$ cat config.mk
export PLATFORM = sky130hd
export DESIGN_NAME = np2_denorm
export DESIGN_NICKNAME = d
export VERILOG_FILES = /design/src/rtl/np2_pkg.sv /design/src/rtl/np2_seed_split.sv /design/src/rtl/np2_low_gap.sv /design/src/rtl/np2_group_div.sv /design/src/rtl/np2_hash_fix.sv /design/src/rtl/np2_denorm.sv
export SDC_FILE = /design/constraint.sdc
export NUM_CORES = 1
export LEC_CHECK = 0
export BUFFER_PORTS_ARGS = -buffer_cell sky130_fd_sc_hd__buf_4
export CORE_UTILIZATION = 45
export CTS_CLUSTER_SIZE = 10
export DETAILED_ROUTE_END_ITERATION = 8
export GPL_TIMING_DRIVEN = 0
export PLACE_DENSITY = 0.59
export REMOVE_ABC_BUFFERS = 1
export SYNTH_ARGS = -nofsm -noshare
export SYNTH_HDL_FRONTEND = slang
export SYNTH_HIERARCHICAL = 1
export SYNTH_SLANG_ARGS = --single-unit
$ cat constraint.sdc
create_clock -name clk -period 10.9 [get_ports clk]
set_input_delay 2.18 -clock clk [delete_from_list [all_inputs] [get_ports clk]]
set_output_delay 2.18 -clock clk [all_outputs]
set_load 0.01 [all_outputs]
$ cat src/rtl/np2_pkg.sv
// Shared mode codes and mode decode helpers for the non-power-of-two
// address rebuilder. Assumes a 3-bit mode field.
package np2_pkg;

    typedef enum logic [2:0] {
        NP_CH3  = 3'd0,
        NP_CH5  = 3'd1,
        NP_CH6  = 3'd2,
        NP_CH10 = 3'd3,
        NP_CH12 = 3'd4
    } np_mode_e;

    // Recognized mode code
    function automatic logic np_known(input logic [2:0] m);
        return (m <= 3'd4);
    endfunction

    // Modes whose modulus is 5
    function automatic logic np_mod5(input logic [2:0] m);
        return (m == NP_CH5) || (m == NP_CH10);
    endfunction

    // Modes with a single extra gap at bit 13
    function automatic logic np_gap13(input logic [2:0] m);
        return (m == NP_CH6) || (m == NP_CH10);
    endfunction

    // Mode with a two-bit gap at bit 12
    function automatic logic np_gap12(input logic [2:0] m);
        return (m == NP_CH12);
    endfunction

endpackage

$ cat src/rtl/np2_seed_split.sv
// Picks the hash seed bit and strips it from the address when a single
// socket is in use. Assumes seed_pos < ADDR_W.
module np2_seed_split #(
    parameter int ADDR_W = 52,
    parameter int SH_W   = 6
) (
    input  logic [ADDR_W-1:0] addr_i,
    input  logic [SH_W-1:0]   pos_i,
    input  logic              multi_i,
    input  logic              sock_bit_i,
    output logic              seed_o,
    output logic [ADDR_W-1:0] addr_o
);
    localparam int PW = SH_W + 1;

    logic [ADDR_W-1:0] low_mask;
    logic [ADDR_W-1:0] above;
    logic [ADDR_W-1:0] at_pos;
    logic [PW-1:0]     pos_p1;

    // Select seed source and remove the seed bit for one socket
    always_comb begin
        pos_p1   = {1'b0, pos_i} + PW'(1);
        at_pos   = addr_i >> pos_i;
        low_mask = (ADDR_W'(1) << pos_i) - ADDR_W'(1);
        above    = (addr_i >> pos_p1) << pos_i;
        if (multi_i) begin
            seed_o = sock_bit_i;
            addr_o = addr_i;
        end else begin
            seed_o = at_pos[0];
            addr_o = (addr_i & low_mask) | above;
        end
    end


    always_comb begin
        seed_src_chk: assert (multi_i || (addr_o[ADDR_W-1] == 1'b0))
            else $error("seed removal did not clear the top bit");
    end

endmodule

$ cat src/rtl/np2_low_gap.sv
// Opens the interleave gaps in the low 14 bits for the selected mode.
// Assumes only bits [13:0] of the result are used.
module np2_low_gap #(
    parameter int ADDR_W = 52
) (
    input  logic [ADDR_W-1:0] addr_i,
    input  logic [2:0]        mode_i,
    output logic [13:0]       low_o
);
    import np2_pkg::*;

    logic [13:0] g8;

    // Gap at bit 8, then mode-specific gap at 13 or at 13:12
    always_comb begin
        g8 = {addr_i[12:8], 1'b0, addr_i[7:0]};
        if (np_gap12(mode_i))
            low_o = {2'b00, g8[11:0]};
        else if (np_gap13(mode_i))
            low_o = {1'b0, g8[12:0]};
        else
            low_o = g8;
    end


    always_comb begin
        gap_zero_chk: assert ((low_o[8] == 1'b0) &&
                              (!np_gap12(mode_i) || (low_o[13:12] == 2'b00)) &&
                              (!np_gap13(mode_i) || (low_o[13] == 1'b0)))
            else $error("interleave gap not clear");
    end

endmodule

$ cat src/rtl/np2_group_div.sv
// Splits the station offset into group and in-group position for a
// modulus of 3 or 5 and applies the seed override. Assumes ID_W >= 3.
module np2_group_div #(
    parameter int ID_W = 8
) (
    input  logic [ID_W-1:0] station_i,
    input  logic [ID_W-1:0] base_i,
    input  logic            mod5_i,
    input  logic            seed_i,
    output logic [ID_W-1:0] group_o,
    output logic [2:0]      goff_o
);
    logic [ID_W-1:0] off;
    logic [ID_W-1:0] q3, q5, r3, r5, rem;
    logic [2:0]      modm1;

    // Constant divides by 3 and 5, then select by modulus
    always_comb begin
        off   = station_i - base_i;
        q3    = off / ID_W'(3);
        q5    = off / ID_W'(5);
        r3    = off - q3 * ID_W'(3);
        r5    = off - q5 * ID_W'(5);
        group_o = mod5_i ? q5 : q3;
        rem     = mod5_i ? r5 : r3;
        modm1   = mod5_i ? 3'd4 : 3'd2;
        goff_o  = seed_i ? modm1 : rem[2:0];
    end


    always_comb begin
        grp_rem_chk: assert (rem < (mod5_i ? ID_W'(5) : ID_W'(3)))
            else $error("in-group offset out of range");
    end

endmodule

$ cat src/rtl/np2_hash_fix.sv
// Recomputes hashed bits 8, 12 and 13 of the rebuilt address.
// Assumes ADDR_W > 32 and that the hashed bit positions hold zero.
module np2_hash_fix #(
    parameter int ADDR_W = 52
) (
    input  logic [ADDR_W-1:0] addr_i,
    input  logic [2:0]        mode_i,
    input  logic              seed_i,
    input  logic              grp0_i,
    input  logic              grp1_i,
    input  logic              en64k_i,
    input  logic              en2m_i,
    input  logic              en1g_i,
    output logic [ADDR_W-1:0] addr_o
);
    import np2_pkg::*;

    logic h8, h12, h13, gsel;

    // XOR fold of the hash terms per output bit
    always_comb begin
        h8   = seed_i ^ addr_i[14] ^ (addr_i[16] & en64k_i) ^
               (addr_i[21] & en2m_i) ^ (addr_i[30] & en1g_i);
        gsel = np_gap12(mode_i) ? grp1_i : grp0_i;
        h13  = gsel ^ (addr_i[18] & en64k_i) ^
               (addr_i[23] & en2m_i) ^ (addr_i[32] & en1g_i);
        h12  = grp0_i ^ (addr_i[17] & en64k_i) ^
               (addr_i[22] & en2m_i) ^ (addr_i[31] & en1g_i);
        addr_o    = addr_i;
        addr_o[8] = h8;
        if (np_gap12(mode_i) || np_gap13(mode_i))
            addr_o[13] = h13;
        if (np_gap12(mode_i))
            addr_o[12] = h12;
    end


    always_comb begin
        pass_hi_chk: assert (np_gap12(mode_i) || np_gap13(mode_i) ||
                             (addr_o[13:12] == addr_i[13:12]))
            else $error("bits 13:12 altered in 3/5-channel mode");
    end

endmodule

$ cat src/rtl/np2_denorm.sv
// Top of the non-power-of-two hashed address rebuilder. Combines seed
// selection, low gaps, group split, high-part scaling and hash repair,
// and registers the result. Assumes ADDR_W > 32, ID_W >= 3.
module np2_denorm #(
    parameter int ADDR_W = 52,
    parameter int ID_W   = 8,
    parameter int SH_W   = 6
) (
    input  logic              clk,
    input  logic              rst_n,
    input  logic [ADDR_W-1:0] norm_addr_i,
    input  logic [ID_W-1:0]   station_id_i,
    input  logic [ID_W-1:0]   base_id_i,
    input  logic              sock_bit_i,
    input  logic              multi_sock_i,
    input  logic [SH_W-1:0]   seed_pos_i,
    input  logic [2:0]        mode_i,
    input  logic              hash64k_en_i,
    input  logic              hash2m_en_i,
    input  logic              hash1g_en_i,
    output logic [ADDR_W-1:0] sys_addr_o,
    output logic              err_o
);
    import np2_pkg::*;

    localparam int PW     = SH_W + 1;
    localparam int LOW_W  = 14;

    logic              seed;
    logic [ADDR_W-1:0] stripped;
    logic [LOW_W-1:0]  low;
    logic [ID_W-1:0]   group;
    logic [2:0]        goff;
    logic [PW-1:0]     hi_pos;
    logic [ADDR_W-1:0] hi_src, hi_scaled, merged, hashed;
    logic              is_mod5;

    assign is_mod5 = np_mod5(mode_i);

    np2_seed_split #(.ADDR_W(ADDR_W), .SH_W(SH_W)) u_seed (
        .addr_i     (norm_addr_i),
        .pos_i      (seed_pos_i),
        .multi_i    (multi_sock_i),
        .sock_bit_i (sock_bit_i),
        .seed_o     (seed),
        .addr_o     (stripped)
    );

    np2_low_gap #(.ADDR_W(ADDR_W)) u_low (
        .addr_i (stripped),
        .mode_i (mode_i),
        .low_o  (low)
    );

    np2_group_div #(.ID_W(ID_W)) u_grp (
        .station_i (station_id_i),
        .base_i    (base_id_i),
        .mod5_i    (is_mod5),
        .seed_i    (seed),
        .group_o   (group),
        .goff_o    (goff)
    );

    // Scale the upper bits by the modulus with shift-and-add
    always_comb begin
        hi_pos = {1'b0, seed_pos_i} + PW'(1) - PW'(multi_sock_i);
        hi_src = norm_addr_i >> hi_pos;
        if (is_mod5)
            hi_scaled = (hi_src << 2) + hi_src + ADDR_W'(goff);
        else
            hi_scaled = (hi_src << 1) + hi_src + ADDR_W'(goff);
        merged = (hi_scaled << LOW_W) | ADDR_W'(low);
    end

    np2_hash_fix #(.ADDR_W(ADDR_W)) u_hash (
        .addr_i  (merged),
        .mode_i  (mode_i),
        .seed_i  (seed),
        .grp0_i  (group[0]),
        .grp1_i  (group[1]),
        .en64k_i (hash64k_en_i),
        .en2m_i  (hash2m_en_i),
        .en1g_i  (hash1g_en_i),
        .addr_o  (hashed)
    );

    // Output register with error gating
    always_ff @(posedge clk) begin
        if (!rst_n) begin
            sys_addr_o <= '0;
            err_o      <= 1'b0;
        end else if (!np_known(mode_i)) begin
            sys_addr_o <= '0;
            err_o      <= 1'b1;
        end else begin
            sys_addr_o <= hashed;
            err_o      <= 1'b0;
        end
    end


    bad_mode_chk: assert property (@(posedge clk) disable iff (!rst_n)
        !np_known(mode_i) |=> err_o);


    good_mode_chk: assert property (@(posedge clk) disable iff (!rst_n)
        np_known(mode_i) |=> !err_o);


    err_zero_chk: assert property (@(posedge clk) disable iff (!rst_n)
        err_o |-> (sys_addr_o == '0));


    rst_clear_chk: assert property (@(posedge clk)
        !rst_n |=> (!err_o && (sys_addr_o == '0)));

endmodule

Word-level counts from Yosys, hierarchy flattened
Cells that the tools add are included.
{"block": "totals", "register_bits": 53, "inputBits": 84, "output_inout_bits": 53, "word_cells": 65}
{"block": "classes", "addsub": 10, "multipliers": 2, "div_mod_pow": 2, "magnitude_cmp": 1, "eq_ne": 4, "n_shift": 5, "mux": 13, "bitwise": 22, "n_reduce_logical": 4}
{"op": "$add A38 B3 Y38", "count": 2}
{"op": "$add A38 B38 Y38", "count": 2}
{"op": "$or A52 B14 Y52", "count": 1}
{"op": "$shl A52 B6 Y13", "count": 1}
{"op": "$shr A52 B6 Y1", "count": 1}
{"op": "$shr A52 B7 Y38", "count": 1}
{"op": "$shr A52 B7 Y52", "count": 1}
{"op": "$mux W38", "count": 1}
{"op": "$mux W14", "count": 2}
{"op": "$and A13 B13 Y13", "count": 1}
{"op": "$mux W13", "count": 1}
{"op": "$or A13 B13 Y13", "count": 1}
{"op": "$shl A1 B6 Y13 const A", "count": 1}
{"op": "$sub A13 B2 Y13 const B", "count": 1}
{"op": "$xor A1 B1 Y1", "count": 10}
{"op": "$and A1 B1 Y1", "count": 9}
{"op": "$mux W3", "count": 3}
{"op": "$div A8 B2 Y8 const B", "count": 1}
{"op": "$div A8 B3 Y8 const B", "count": 1}
{"op": "$mul A8 B2 Y3 const B", "count": 1}
{"op": "$mul A8 B3 Y3 const B", "count": 1}
{"op": "$sub A8 B8 Y8", "count": 1}
{"op": "$add A6 B1 Y7 const B", "count": 1}
{"op": "$sub A7 B1 Y7", "count": 1}
{"op": "other kinds (9)", "count": 17}

Logic depth before layout (Yosys ltp)
{"block": "logic_depth", "word_depth": 14, "ltp_mapped": 45, "mapped_depth_nobuf": 41}

Cells and area by module
Netlist, hierarchy kept.
{"module": "np2_denorm", "n_inst": 1, "cells_per_inst": 1283, "area_per_inst_um2": 9882.0, "seq_area_each_um2": 1061.0}
{"module": "np2_seed_split", "n_inst": 1, "cells_per_inst": 1168, "area_per_inst_um2": 7785.0, "seq_area_each_um2": 0.0}
{"module": "np2_group_div", "n_inst": 1, "cells_per_inst": 314, "area_per_inst_um2": 2097.0, "seq_area_each_um2": 0.0}
{"module": "np2_hash_fix", "n_inst": 1, "cells_per_inst": 79, "area_per_inst_um2": 558.0, "seq_area_each_um2": 0.0}
{"module": "np2_low_gap", "n_inst": 1, "cells_per_inst": 17, "area_per_inst_um2": 131.4, "seq_area_each_um2": 0.0}

Least setup slack after synthesis
No wires, ideal clock.
{"block": "synth_timing", "path_kind": "input -> register", "from": "input port station_id_i[0]", "to": "register sys_addr_o[49]", "setup_ns": 0.115, "arrival_ns": 9.930, "t_required_ns": 10.785, "slack_ns": 0.854, "stages": 38, "n_path_buf": 2, "cell_sequence": "inv_1 -> ha_1 -> fa_1 -> and2b_1 -> o22a_1 -> buf_4 -> xnor2_2 -> nor3_2 -> a21bo_2 -> o211a_4 -> and2_1 -> a221o_1 -> inv_1 -> ha_1 -> a21oi_1 -> maj3_1 -> o21ai_1 -> o31ai_2 -> [2 not listed] -> fa_1 -> o22ai_1 -> inv_1 -> fa_1 -> inv_1 -> ha_1 -> fa_1 -> a211oi_1 -> o21ai_1 -> o211a_1 -> o2111ai_2 -> nand3_2 -> a311oi_2 -> a311oi_1 -> mux2i_1 -> o211ai_1 -> buf_4 -> and3_1"}
{"block": "synth_between", "elab_chain_len": 9}
{"item": "start, declared", "line": "np2_denorm.sv:12", "source": "input logic [ID_W-1:0] station_id_i,"}
{"item": "$sub A8 B8 Y8 *", "line": "np2_group_div.sv:19", "source": "off = station_i - base_i;"}
{"item": "$div A8 B2 Y8 or $div A8 B3 Y8 (tied branches)", "line": "np2_group_div.sv:20, np2_group_div.sv:21"}
{"item": "$mul A8 B2 Y3 or $mul A8 B3 Y3 (tied branches)", "line": "np2_group_div.sv:22, np2_group_div.sv:23"}
{"item": "$sub A3 B3 Y3 (on tied branches)", "line": "np2_group_div.sv:22, np2_group_div.sv:23"}
{"item": "$mux W3 *", "line": "np2_group_div.sv:25", "source": "rem = mod5_i ? r5 : r3;"}
{"item": "$mux W3 *", "line": "np2_group_div.sv:27", "source": "goff_o = seed_i ? modm1 : rem[2:0];"}
{"item": "via goff[1]", "line": "np2_denorm.sv:33", "source": "logic [2:0] goff;"}
{"item": "$add A38 B3 Y38 (on tied branches)", "line": "np2_denorm.sv:71, np2_denorm.sv:69"}
{"item": "$mux W38 *", "line": "np2_denorm.sv:68", "source": "if (is_mod5)"}
{"item": "via hi_scaled[35]", "line": "np2_denorm.sv:35", "source": "logic [ADDR_W-1:0] hi_src, hi_scaled, merged, hashed;"}
{"item": "$or A52 B14 Y52 *", "line": "np2_denorm.sv:72", "source": "merged = (hi_scaled << LOW_W) | ADDR_W'(low);"}
{"item": "via hashed[49]", "line": "np2_denorm.sv:35"}
{"item": "end signal, assigned", "line": "np2_denorm.sv:96", "source": "sys_addr_o <= hashed;"}
{"item": "end, declared", "line": "np2_denorm.sv:21", "source": "output logic [ADDR_W-1:0] sys_addr_o,"}
The timed path passes the listed nets; every way through them passes the cells marked *.
A chain may end at the register's enable or synchronous reset.

Worst setup path after layout
{"block": "layout_timing", "from": "input port station_id_i[0]", "to": "register sys_addr_o[13]"}
{"item": "$sub A8 B8 Y8 *", "line": "np2_group_div.sv:19"}
{"item": "$div A8 B2 Y8 or $div A8 B3 Y8 (tied branches)", "line": "np2_group_div.sv:20, np2_group_div.sv:21"}
{"item": "$mul A8 B2 Y3 or $mul A8 B3 Y3 (tied branches)", "line": "np2_group_div.sv:22, np2_group_div.sv:23"}
{"item": "$sub A3 B3 Y3 (on tied branches)", "line": "np2_group_div.sv:22, np2_group_div.sv:23"}
{"item": "$mux W3 *", "line": "np2_group_div.sv:25"}
{"item": "$mux W3 *", "line": "np2_group_div.sv:27"}
{"item": "via goff[1]", "line": "np2_denorm.sv:33"}
{"item": "$add A38 B3 Y38 (on tied branches)", "line": "np2_denorm.sv:71, np2_denorm.sv:69"}
{"item": "$mux W38 *", "line": "np2_denorm.sv:68"}
{"item": "via hi_scaled[9]", "line": "np2_denorm.sv:35"}
{"item": "$or A52 B14 Y52 *", "line": "np2_denorm.sv:72"}
{"item": "$and A1 B1 Y1 *", "line": "np2_hash_fix.sv:26", "source": "(addr_i[23] & en2m_i) ^ (addr_i[32] & en1g_i);"}
{"item": "$xor A1 B1 Y1 *", "line": "np2_hash_fix.sv:25", "source": "h13 = gsel ^ (addr_i[18] & en64k_i) ^"}
{"item": "$xor A1 B1 Y1 *", "line": "np2_hash_fix.sv:26"}
{"item": "$mux W1 *", "line": "np2_hash_fix.sv:31", "source": "if (np_gap12(mode_i) || np_gap13(mode_i))"}
{"item": "via hashed[13]", "line": "np2_denorm.sv:35"}
Marked as above.

==> insert_results.sql <==
INSERT INTO impl_metrics (metric_group, metric, value, unit) VALUES
('outcome', 'status', 'completed', ''),
('clocking', 'cts.reportedPaths.clkPinSlew', '80', 'ps'),
('clocking', 'cts_buffer_depth', '2', ''),
('sta', 'timing.slew.headroom', '0.113', ''),
('synthesis', 'synth.yosys.warnings', '6', ''),
('synthesis', 'cells_after_synthesis', '2245', ''),
('clocking', 'master_cell_of_the_clock_root_buffer', 'sky130_fd_sc_hd__clkbuf_16', ''),
('sta', 'worst_hold_slack', '2260', 'ps'),
('power_and_ir_drop', 'cellLeakagePower', '8.05', 'nW'),
('synthesis', 'mappedNetlistArea', '0.0165', 'sq mm'),
('power_and_ir_drop', 'power.density_cell_area', '145', 'mW/mm^2'),
('die', 'fp-row-count', '69', ''),
('critical_path', 'crit_fanout', '8', ''),
('critical_path', 'critPathKind', 'in2reg', ''),
('finish', 'drive_gt1_frac', '0.159', ''),
('placement', 'hpwlAfterDp', '43400', 'microns'),
('finish', 'commonest_non_fill_non_tap_cell_in_the_layout', 'sky130_fd_sc_hd__nand2_1', ''),
('clocking', 'ctsHtreeMaxLevel', '2', ''),
('detailed_routing', 'routed-via-count', '16831', ''),
('placement', 'port-buffer-count', '136', ''),
('sta', 'finalSetupViolations', '0', ''),
('sta', 'fin_setup_tns', '0', 'ps'),
('global_routing', 'grt_pass1_vias', '15834', ''),
('critical_path', 'buf_inv_stages_crit_path', '5', ''),
('global_routing', 'grt_max_degree', '109', ''),
('die', 'die-height', '194', 'microns'),
('detailed_routing', 'post_drt_via_cell_ratio', '6.45', ''),
('power_and_ir_drop', 'vdd_ir_drop_max', '0.157', 'mV'),
('detailed_routing', 'route.detailed.wl_per_inst', '21.6', 'microns'),
('finish', 'fin_nets', '2403', ''),
('die', 'fp.dieW', '194', 'microns'),
('clocking', 'cts_hold_buffers', '0', ''),
('sta', 'final_max_slew_viol_count', '0', ''),
('critical_path', 'cp_slowest_cell', 'sky130_fd_sc_hd__fa_1', ''),
('global_routing', 'grt.total_usage', '0.291', ''),
('detailed_routing', 'number_of_nets_still_failing_antenna_checks_after_routing', '0', ''),
('critical_path', 'worst_setup_path_end_kind', 'flip-flop', ''),
('clocking', 'cts_tree', 'done', ''),
('placement', 'gpl_wtd_cong', '0.965', ''),
('global_routing', 'overflow', '0', ''),
('sta', 'layout_worst_path_cycle_share', '0.975', ''),
('detailed_routing', 'detail_route.first_pass.iterations', '8', ''),
('finish', 'sequential_cell_area_in_the_final_layout', '0.00106', 'sq mm'),
('clocking', 'tritoncts.num_buffers', '5', ''),
('sta', 'rsz0062_at_grt', 'yes', ''),
('critical_path', 'critPathMostFrequentCell', 'sky130_fd_sc_hd__inv_1', ''),
('finish', 'multi_input_comb_area', '0.0141', 'sq mm'),
('clocking', 'cts.sinks', '53', ''),
('worst_hold_path', 'min_path_type', 'in2reg', ''),
('finish', 'fillCellCount', '3660', ''),
('finish', 'area_growth_syn_to_layout', '5.77', '%'),
('critical_path', 'cp_slowest_stage_delay', '540', 'ps'),
('sta', 'report.final.hold_viol_count', '0', ''),
('critical_path', 'timing.critical_path.required', '11130', 'ps'),
('global_routing', 'grt_antenna_before_repair', '0', ''),
('power_and_ir_drop', 'p_total', '2.54', 'mW'),
('sta', 'worst_pin_slew', '1330', 'ps'),
('detailed_routing', 'route.detailed.drc', '0', ''),
('finish', 'commonest_cells_after_routing_fill_and_taps_aside', 'sky130_fd_sc_hd__nand2_1, sky130_fd_sc_hd__nor2_1, sky130_fd_sc_hd__ha_1', ''),
('critical_path', 'timing.critical_path.max_delay_family', 'adder cells', ''),
('critical_path', 'crit_path_start_kind', 'input port', ''),
('detailed_routing', 'drt-initial-drc-count', '1563', ''),
('sta', 'timing.final.crit_period', '10620', 'ps'),
('detailed_routing', 'totalWireLength', '56300', 'microns'),
('job', 'max_cap_viol_count', '0', ''),
('global_routing', 'grt_first_pass_wirelength', '87900', 'microns'),
('sta', 'timing.fmax', '94.1', 'MHz'),
('die', 'initial_core_util', '0.461', ''),
('synthesis', 'avgSynthCellArea', '7.36', 'sq um'),
('die', 'total_die_area', '0.0375', 'sq mm'),
('die', 'num_io_pins', '137', ''),
('die', 'fp.coreArea', '0.0358', 'sq mm'),
('critical_path', 'worst_ep_arrival_time', '10850', 'ps');
## state kept, by name, indices dropped and copies added, names as in the netlist
register and flops:
sys_addr_o 52, err_o 1
## through the flow
step	instance area, sq um	setup WS (ps)	std cells	utilization
after floorplan	15100	614	1983	-
after global placement	16700	-1150	2580	0.466
after detailed placement	17000	-1100	2590	0.473
after CTS	17200	24.8	2598	0.479
after global routing	17500	-137	2609	0.487
final	17500	276	2610	0.487
## power by group
group | total (mW) | internal (mW) | switching (mW) | leakage, nW
combinational | 2.13 | 0.859 | 1.27 | 7.54
sequential | 0.236 | 0.226 | 0.00936 | 0.434
clock | 0.179 | 0.0864 | 0.0924 | 0.0712
## area by class of cell
type | instances | share of cell area
multi-input cells | 1869 | 0.810
repair buffers | 157 | 0.0752
flip-flops and latches | 53 | 0.0607
well taps | 461 | 0.0330
inverters | 61 | 0.0131
clock buffers | 6 | 0.00738
clock inverters | 2 | 0.000788
diodes | 1 | 0.000143
## worst min-delay path, delay by kind of cell
kind	cells	cell delay (ps)
AOI/OAI and AO/OA	2	130
buffers and inverters	1	100
and+or+nand+nor	1	140
## what timing repair did
| item | CTS | global route |
|---|---|---|
| pin swaps | 0 | 9 |
| gates resized for setup | 16 | 35 |
| setup endpoints to repair | 14 | 13 |
| setup buffers | 0 | 10 |
## final timing paths
check,from,to,depth (start not counted)
worst max-delay path,station_id_i[0],sys_addr_o[13],38
worst min-delay path,norm_addr_i[0],sys_addr_o[0],4
## routing by layer
metal	routed length, microns	share of wire	global-route usage
met5	0	0	0
met3	4380	0.078	0.0594
met1	27200	0.48	0.420
met4	1100	0.019	0.0705
met2	23600	0.42	0.436
No activity file was read; power rests on OpenSTA's default activity.
